$ cat src/rtl/adc_rd_pkg.sv
package adc_rd_pkg;
  typedef enum logic [1:0] {
    RD_IDLE,
    RD_ARM,
    RD_SYNC,
    RD_DATA
  } rd_state_e;
endpackage

$ cat src/rtl/adc_dclk_gen.sv
module adc_dclk_gen #(
  parameter int DIV = 4
) (
  input  logic clk_i,
  input  logic rst_ni,
  output logic dclk_o,
  output logic rise_o,
  output logic fall_o
);
  localparam int HALF = DIV / 2;
  localparam int CW   = $clog2(DIV);

  logic [CW-1:0] cnt_q, cnt_nxt;

  always_comb begin
    if (cnt_q == CW'(DIV - 1)) cnt_nxt = '0;
    else                       cnt_nxt = cnt_q + 1'b1;
  end

  always_ff @(posedge clk_i or negedge rst_ni) begin
    if (!rst_ni) begin
      cnt_q  <= CW'(DIV - 1);
      dclk_o <= 1'b0;
      rise_o <= 1'b0;
      fall_o <= 1'b0;
    end else begin
      cnt_q  <= cnt_nxt;
      dclk_o <= (cnt_nxt < CW'(HALF));
      rise_o <= (cnt_nxt == '0);
      fall_o <= (cnt_nxt == CW'(HALF));
    end
  end
endmodule

$ cat src/rtl/adc_frame_fsm.sv
module adc_frame_fsm
  import adc_rd_pkg::*;
#(
  parameter int W          = 16,
  parameter int SYNC_LIMIT = 11
) (
  input  logic clk_i,
  input  logic rst_ni,
  input  logic start_i,
  input  logic fall_i,
  input  logic busy_i,
  input  logic sync_i,
  output logic cs_no,
  output logic conv_no,
  output logic shift_o,
  output logic load_o,
  output logic frame_err_o,
  output logic start_err_o
);
  localparam int BW = $clog2(W);
  localparam int TW = $clog2(SYNC_LIMIT + 1);

  rd_state_e     state_q;
  logic          pend_q;
  logic [BW-1:0] bit_q;
  logic [TW-1:0] tmr_q;

  assign shift_o = (state_q == RD_DATA) && fall_i;
  assign load_o  = shift_o && (bit_q == BW'(W - 1));

  always_ff @(posedge clk_i or negedge rst_ni) begin
    if (!rst_ni) begin
      state_q     <= RD_IDLE;
      pend_q      <= 1'b0;
      bit_q       <= '0;
      tmr_q       <= '0;
      cs_no       <= 1'b1;
      conv_no     <= 1'b1;
      frame_err_o <= 1'b0;
      start_err_o <= 1'b0;
    end else begin
      frame_err_o <= 1'b0;
      start_err_o <= 1'b0;
      unique case (state_q)
        RD_IDLE: begin
          if (start_i) pend_q <= 1'b1;
          if (fall_i && (pend_q || start_i)) begin
            pend_q  <= 1'b0;
            cs_no   <= 1'b0;
            conv_no <= 1'b0;
            state_q <= RD_ARM;
          end
        end
        RD_ARM: begin
          // pulse #0 has risen; release convert-start on its falling edge
          if (fall_i) begin
            conv_no <= 1'b1;
            tmr_q   <= '0;
            if (busy_i) begin
              start_err_o <= 1'b1;
              cs_no       <= 1'b1;
              state_q     <= RD_IDLE;
            end else begin
              state_q <= RD_SYNC;
            end
          end
        end
        RD_SYNC: begin
          if (fall_i && sync_i) begin
            bit_q   <= '0;
            state_q <= RD_DATA;
          end else if (tmr_q == TW'(SYNC_LIMIT)) begin
            frame_err_o <= 1'b1;
            cs_no       <= 1'b1;
            state_q     <= RD_IDLE;
          end else begin
            tmr_q <= tmr_q + 1'b1;
          end
        end
        RD_DATA: begin
          if (fall_i) begin
            bit_q <= bit_q + 1'b1;
            if (bit_q == BW'(W - 1)) begin
              cs_no   <= 1'b1;
              state_q <= RD_IDLE;
            end
          end
        end
        default: state_q <= RD_IDLE;
      endcase
    end
  end
endmodule

$ cat src/rtl/adc_shift_capture.sv
module adc_shift_capture #(
  parameter int W = 16
) (
  input  logic         clk_i,
  input  logic         rst_ni,
  input  logic         shift_i,
  input  logic         load_i,
  input  logic         data_i,
  output logic [W-1:0] word_o,
  output logic         valid_o
);
  logic [W-1:0] sr_q, sr_nxt;

  assign sr_nxt = {sr_q[W-2:0], data_i};

  always_ff @(posedge clk_i or negedge rst_ni) begin
    if (!rst_ni) begin
      sr_q    <= '0;
      word_o  <= '0;
      valid_o <= 1'b0;
    end else begin
      valid_o <= load_i;
      if (shift_i) sr_q <= sr_nxt;
      if (load_i)  word_o <= sr_nxt;
    end
  end
endmodule

$ cat src/rtl/adc_serial_reader.sv
module adc_serial_reader #(
  parameter int W          = 16,
  parameter int DIV        = 4,
  parameter int SYNC_LIMIT = 3 * DIV - 1
) (
  input  logic         clk_i,
  input  logic         rst_ni,
  input  logic         start_i,
  input  logic         busy_i,
  input  logic         sync_i,
  input  logic         data_i,
  output logic         dclk_o,
  output logic         cs_no,
  output logic         conv_no,
  output logic [W-1:0] word_o,
  output logic         word_valid_o,
  output logic         frame_err_o,
  output logic         start_err_o
);
  logic rise, fall, shift, load;

  adc_dclk_gen #(.DIV(DIV)) u_clk (
    .clk_i (clk_i),
    .rst_ni(rst_ni),
    .dclk_o(dclk_o),
    .rise_o(rise),
    .fall_o(fall)
  );

  adc_frame_fsm #(.W(W), .SYNC_LIMIT(SYNC_LIMIT)) u_fsm (
    .clk_i      (clk_i),
    .rst_ni     (rst_ni),
    .start_i    (start_i),
    .fall_i     (fall),
    .busy_i     (busy_i),
    .sync_i     (sync_i),
    .cs_no      (cs_no),
    .conv_no    (conv_no),
    .shift_o    (shift),
    .load_o     (load),
    .frame_err_o(frame_err_o),
    .start_err_o(start_err_o)
  );

  adc_shift_capture #(.W(W)) u_cap (
    .clk_i  (clk_i),
    .rst_ni (rst_ni),
    .shift_i(shift),
    .load_i (load),
    .data_i (data_i),
    .word_o (word_o),
    .valid_o(word_valid_o)
  );

  logic unused_rise;
  assign unused_rise = rise;
endmodule

$ cat config.mk
export PLATFORM = sky130hd
export DESIGN_NAME = adc_serial_reader
export DESIGN_NICKNAME = d
export VERILOG_FILES = /design/src/rtl/adc_rd_pkg.sv /design/src/rtl/adc_dclk_gen.sv /design/src/rtl/adc_frame_fsm.sv /design/src/rtl/adc_shift_capture.sv /design/src/rtl/adc_serial_reader.sv
export SDC_FILE = /design/constraint.sdc
export NUM_CORES = 1
export LEC_CHECK = 0
export CAP_MARGIN = 20
export CORE_MARGIN = 2
export CORE_UTILIZATION = 25
export CTS_CLUSTER_DIAMETER = 100
export DETAILED_ROUTE_END_ITERATION = 6
export HOLD_SLACK_MARGIN = 0.06
export PLACE_DENSITY_LB_ADDON = 0.08
export REMOVE_ABC_BUFFERS = 1
export SLEW_MARGIN = 20
export SYNTH_ARGS = -nofsm -noshare
export SYNTH_HDL_FRONTEND = slang
export SYNTH_SLANG_ARGS = --single-unit
$ cat constraint.sdc
create_clock -name clk_i -period 2.3 [get_ports clk_i]
set_clock_uncertainty 0.1 [all_clocks]
set_input_delay 0.345 -clock clk_i [delete_from_list [all_inputs] [get_ports clk_i]]
set_output_delay 0.345 -clock clk_i [all_outputs]
set_load 0.005 [all_outputs]
After elaboration in Yosys (flattened, before gate mapping) --
Cells that the tools add are included.
Cells by class: $add $sub $neg 3, multipliers 0, divide/modulo/power cells 0, order comparisons 1, equality and inequality tests 17, shifts and indexed selects 0, muxes and demuxes 34, bitwise operators 0, reductions and logical operators 16
Operators by type and width (number):
- 4-bit two-way mux | 5
- 1-bit two-way mux | 16
- 2-bit two-way mux | 8
- 4-bit one-hot mux with 2 select lines | 2
- 2-bit != test, second input constant | 6
- 4-bit by 1-bit adder with 4-bit output, second input constant | 2
- 2-bit == test, second input constant | 4
- 4-bit == test, second input constant | 2
- 2-bit one-hot mux with 4 select lines | 1
- 2-bit nonzero test | 4
- 7-bit AND reduction | 1
- 2-bit by 1-bit != test with 1-bit output, second input constant | 3
- 3-bit AND reduction | 2
- 5-bit AND reduction | 1
- 1-bit logical AND | 4
- 1-bit one-hot mux with 4 select lines | 1
- 4-bit AND reduction | 1
- 3-bit by 1-bit != test with 1-bit output, second input constant | 1
- 2-bit by 1-bit adder with 2-bit output, second input constant | 1
- 2-bit by 1-bit == test with 1-bit output, second input constant | 1
- 2-bit zero test | 1
- 2-bit < comparator, second input constant | 1
- 1-bit one-hot mux with 2 select lines | 1
- 2-bit AND reduction | 1
- 1-bit logical OR | 1
Word-level totals: register bits 51, latch bits 0, memory bits (writable) 0, bits in read-only memories 0, input bits 6, output and inout bits 22, word-level logic and storage cells 85, memories kept 0

Depth between registers and ports, before layout --
depth after elaboration 4, depth in mapped cells 5, mapped depth without buffers 5

Modules after synthesis --
From an unflattened synthesis, not the netlist that was laid out.
Unflattened totals: cells, all modules 159, area, all modules 2275.9 um^2
By module, submodules not included:
- adc_shift_capture | times used 1, cells an instance 67, area each 1287.5 um^2, seq. area each 800.8 um^2
- adc_frame_fsm | times used 1, cells an instance 81, area each 812.0 um^2, seq. area each 377.9 um^2
- adc_dclk_gen | times used 1, cells an instance 11, area each 176.4 um^2, seq. area each 127.6 um^2

Worst setup path after synthesis --
Ideal clock, no wire load.
path kind flip-flop to flip-flop, start register u_fsm.bit_q[0], end register u_cap.word_o[10], library setup time 0.127 ns, data arrival time 1.365 ns, data required time 2.073 ns, setup slack 0.708 ns, cell stages (with the launch flop) 6, buffers on the path 1, period minus slack after synthesis 1.592 ns, cell sequence dfrtp_1 ha_1 nand3_1 nor2_8 buf_6 mux2_1
On the way: longest elaborated chain between the ends 2
RTL lines:
- from (decl) | line adc_frame_fsm.sv:25 | logic [BW-1:0] bit_q;
- from (signal assigned) | line adc_frame_fsm.sv:82 | bit_q <= bit_q + 1'b1;
- 4-bit == test | line adc_frame_fsm.sv:29 | assign load_o = shift_o && (bit_q == BW'(W - 1));
- 1-bit logical AND | line adc_frame_fsm.sv:29
- net load | line adc_serial_reader.sv:20 | logic rise, fall, shift, load;
- to (signal assigned) | line adc_shift_capture.sv:24 | if (load_i) word_o <= sr_nxt;
- to (decl) | line adc_shift_capture.sv:9 | output logic [W-1:0] word_o,
The timed path passes the listed nets, and every way through them passes these cells. A chain may end at the register's enable or synchronous reset.

Worst setup path in the final report --
start register u_fsm.cs_no, end output cs_no
RTL lines:
- from (decl) | line adc_frame_fsm.sv:13 | output logic cs_no,
- from (signal assigned) | line adc_frame_fsm.sv:37 | cs_no <= 1'b1;
- from (signal assigned) | line adc_frame_fsm.sv:49 | cs_no <= 1'b0;
- from (signal assigned) | line adc_frame_fsm.sv:61 | cs_no <= 1'b1;
- to (decl) | line adc_serial_reader.sv:13 | output logic cs_no,
No word-level cell between the ends.

==> results.py <==
metrics = {
    "run_status": {
        "status": "complete, no violations",
    },
    "floorplanning": {
        "dieWidth_um": 96.2,
        "num_rows": 33,
        "dieArea_um2": 9250,
        "die_y_um": 96.2,
        "io_pins": 28,
        "initial_core_util_pct": 25.9,
        "core_area_um2": 8220,
    },
    "critical_path": {
        "cpPeakStageDelay_ns": 0.54,
        "worstPathCellList": "clkdlybuf4s50_1",
        "slowest_stage": "dfstp_2",
        "cp_max_fo": 2,
        "crit_buf_inv": 1,
        "critical_path_required_ns": 1.86,
        "arrival_ns": 1.34,
        "end_kind": "output port",
        "crit_family": "flip-flops",
        "start_kind": "flop",
        "r2r_slack_ns": 0.57,
        "critPathKind": "flop to output port",
    },
    "pwr": {
        "finalPower_mw": 2.29,
        "power_frac_seq_pct": 54.3,
        "netSwitchingPower_mw": 0.710,
        "intPower_mw": 1.58,
        "power_density_nw_per_um2": 873,
        "clkPwrFrac_pct": 23.0,
        "worst_ir_drop_vdd_mv": 0.334,
        "switching_share_pct": 31.0,
        "power_frac_comb_pct": 22.6,
        "p_leak_nw": 1.23,
    },
    "placed_design": {
        "portBuffers": 27,
        "dp_hpwl_um": 2770,
        "placedInstanceArea_um2": 2520,
        "place_inst": 291,
        "place.gp.congestion": 0.712,
    },
    "clock_network": {
        "cts-root-buf": "clkbuf_8",
        "clk_path_buf_depth": 2,
        "cts_setup_buffers": 0,
        "clock_latency_ns": 0.30,
        "clkTransAtPathRegs_ns": 0.10,
        "cts_sinks": 51,
        "hold_buffers": 1,
        "cts-buffers-inserted": 5,
        "cts_resized": 0,
        "htreeDepth": 2,
        "cts_tree": "yes",
    },
    "finish": {
        "area_growth_pct": 23.6,
        "final_common_cell": "dfrtp_1",
        "diodes": 0,
        "fin_cells": 300,
        "most-common-layout-cells": "dfrtp_1, clkdlybuf4s50_1, mux2_2",
        "nets": 204,
        "drive_above_1_share_pct": 21.5,
        "fillCellCount": 802,
        "stdcell_area_um2": 2630,
    },
    "routing": {
        "dr_total_vias": 1318,
        "final_antenna_net_count": 0,
        "viasPerCell": 4.39,
        "routed_wl_um": 3990,
        "wire_per_inst_um": 13.3,
        "route.detailed.drc": 0,
        "first_pass_iters": 4,
        "drt-initial-drc-count": 65,
    },
    "logic_synthesis": {
        "synth.yosys.seq_area_share_pct": 60.3,
        "synth_fa_ha_area_share_pct": 2.36,
        "synth.distinct_cells": 34,
        "synth_xor_area_share_pct": 0.412,
        "syn_area_um2": 2120,
        "yosys_warnings": 0,
        "synth.avg_cell_area_um2": 13.2,
        "synth_top_family_by_area": "multiplexers",
        "synth.largest_area_cell": "dfrtp_1",
        "synth_top_area_share_pct": 55.4,
        "synth-simple-area-share_pct": 9.66,
        "syn_inst": 161,
        "synth_compound_area_share_pct": 6.89,
        "synth.area.top_cells": "dfrtp_1, mux2_2, dfstp_2",
        "synth_mux_area_share_pct": 17.4,
        "ys_seq_elements": 51,
    },
    "timing": {
        "fin_crit_ns": 1.78,
        "finalHoldViolations": 0,
        "slew_viol_final": 0,
        "clock.fmax_mhz": 560,
        "relSlewSlack_pct": 58.6,
        "tightest_slew_ns": 0.621,
        "rsz0062_at_grt": "false",
        "finalCritPeriodShare_pct": 77.6,
        "setup_tns_ns": 0,
        "final-setup-viol-count": 0,
    },
    "global_route": {
        "grt_max_degree": 28,
        "grt.overflow.total": 0,
        "antenna_found_initial": 0,
        "grt_pass1_vias": 1397,
        "grt_usage_pct": 9.85,
        "grt_pass1_wl_um": 6930,
    },
    "run": {
        "maxCapViolations": 0,
    },
    "worst_hold_path": {
        "hold_path_class": "flop to flop",
    },
}
-- layout make-up --
type                            count  area, um^2  area share (%)
Timing Repair Buffer               32         318            12.1
Clock inverter                      3        23.8           0.906
Sequential cell                    51        1280            48.8
Clock buffer                        5        68.8            2.62
Multi-Input combinational cell     98         779            29.7
Tap cell                          105         131            5.00
Inverter                            6        22.5           0.858
-- sequential cells by signal, indices dropped and copies added, names as in the netlist, 2 cells and up --
register / cells
u_cap.word_o: 16
u_cap.sr_q: 15
u_fsm.bit_q: 4
u_fsm.tmr_q: 4
u_clk.cnt_q: 2
u_fsm.state_q: 2
-- metrics by stage --
step	setup WS, ns	hold slack, ns	util (%)
after floorplan	0.600	-0.0506	-
after CTS	0.493	0.399	31.9
after global routing	0.457	0.415	31.9
after global placement	0.628	0.290	30.7
final	0.516	0.392	31.9
after detailed placement	0.574	0.308	30.7
-- cells in the mapped netlist --
library cell / number
nand3_1: 5
nand3b_1: 3
nand2_1: 7
and3_1: 2
dfstp_2: 4
and2_1: 1
mux2_2: 22
buf_4: 2
nor2_8: 1
nand4_1: 1
mux2i_1: 2
inv_1: 6
nor2_1: 12
o21ai_1: 2
nand3_4: 1
a32oi_1: 1
or2_2: 1
a22o_1: 3
mux2_1: 9
a211oi_1: 1
dfrtp_1: 47
nor3_1: 1
nor2b_1: 1
o211ai_1: 1
xor2_1: 1
buf_2: 3
buf_6: 1
a21o_1: 3
o21ai_0: 7
ha_1: 4
nand2b_1: 1
a21boi_0: 1
a31oi_1: 1
a21oi_1: 3
-- per-layer routing --
metal / GRT usage, % / vias to the layer above / part of all wire (%)
li1: - / 625 / -
met1: 12.5 / 661 / 46
met2: 15.9 / 25 / 48
met3: 2.90 / 7 / 5.1
met4: 3.57 / 0 / 1.7
met5: 0 / - / 0
-- kinds of logic (layout without fill, tap and decap cells) --
| family | Yosys count | count (layout) |
|---|---|---|
| buffers and inverters | 12 | 46 |
| XOR/XNOR | 1 | 1 |
| adder cells (fa/ha/maj) | 4 | 4 |
| AND/OR/NAND/NOR | 37 | 37 |
| flip-flops | 51 | 51 |
| AO/OA/AOI/OAI | 23 | 23 |
| multiplexers | 33 | 33 |
-- power groups by stage --
stage / Clock, mW / Combinational, mW / Sequential, mW
after floorplan: 0 / 0.293 / 1.24
after global placement: 0 / 0.510 / 1.25
after detailed placement: 0 / 0.523 / 1.26
after CTS: 0.558 / 0.529 / 1.25
after global routing: 0.599 / 0.599 / 1.28
final: 0.528 / 0.519 / 1.25
-- path summary, 6_finish.rpt --
check | from | to | cells past startpoint
worst max-delay path | u_fsm.cs_no$_DFFE_PN1P_ | cs_no | 1
worst min-delay path | u_cap.sr_q[14]$_DFFE_PN0N_ | u_cap.word_o[15]$_DFFE_PN0P_ | 1
worst max register to register | u_fsm.bit_q[0]$_DFFE_PN0P_ | u_cap.word_o[3]$_DFFE_PN0P_ | 4
worst min register to register | u_cap.sr_q[14]$_DFFE_PN0N_ | u_cap.word_o[15]$_DFFE_PN0P_ | 1
max in group asynchronous | rst_ni | u_cap.word_o[10]$_DFFE_PN0P_ | 3
min in group asynchronous | rst_ni | u_fsm.tmr_q[2]$_DFFE_PN0P_ | 2
No activity file was read; power rests on OpenSTA's default activity.
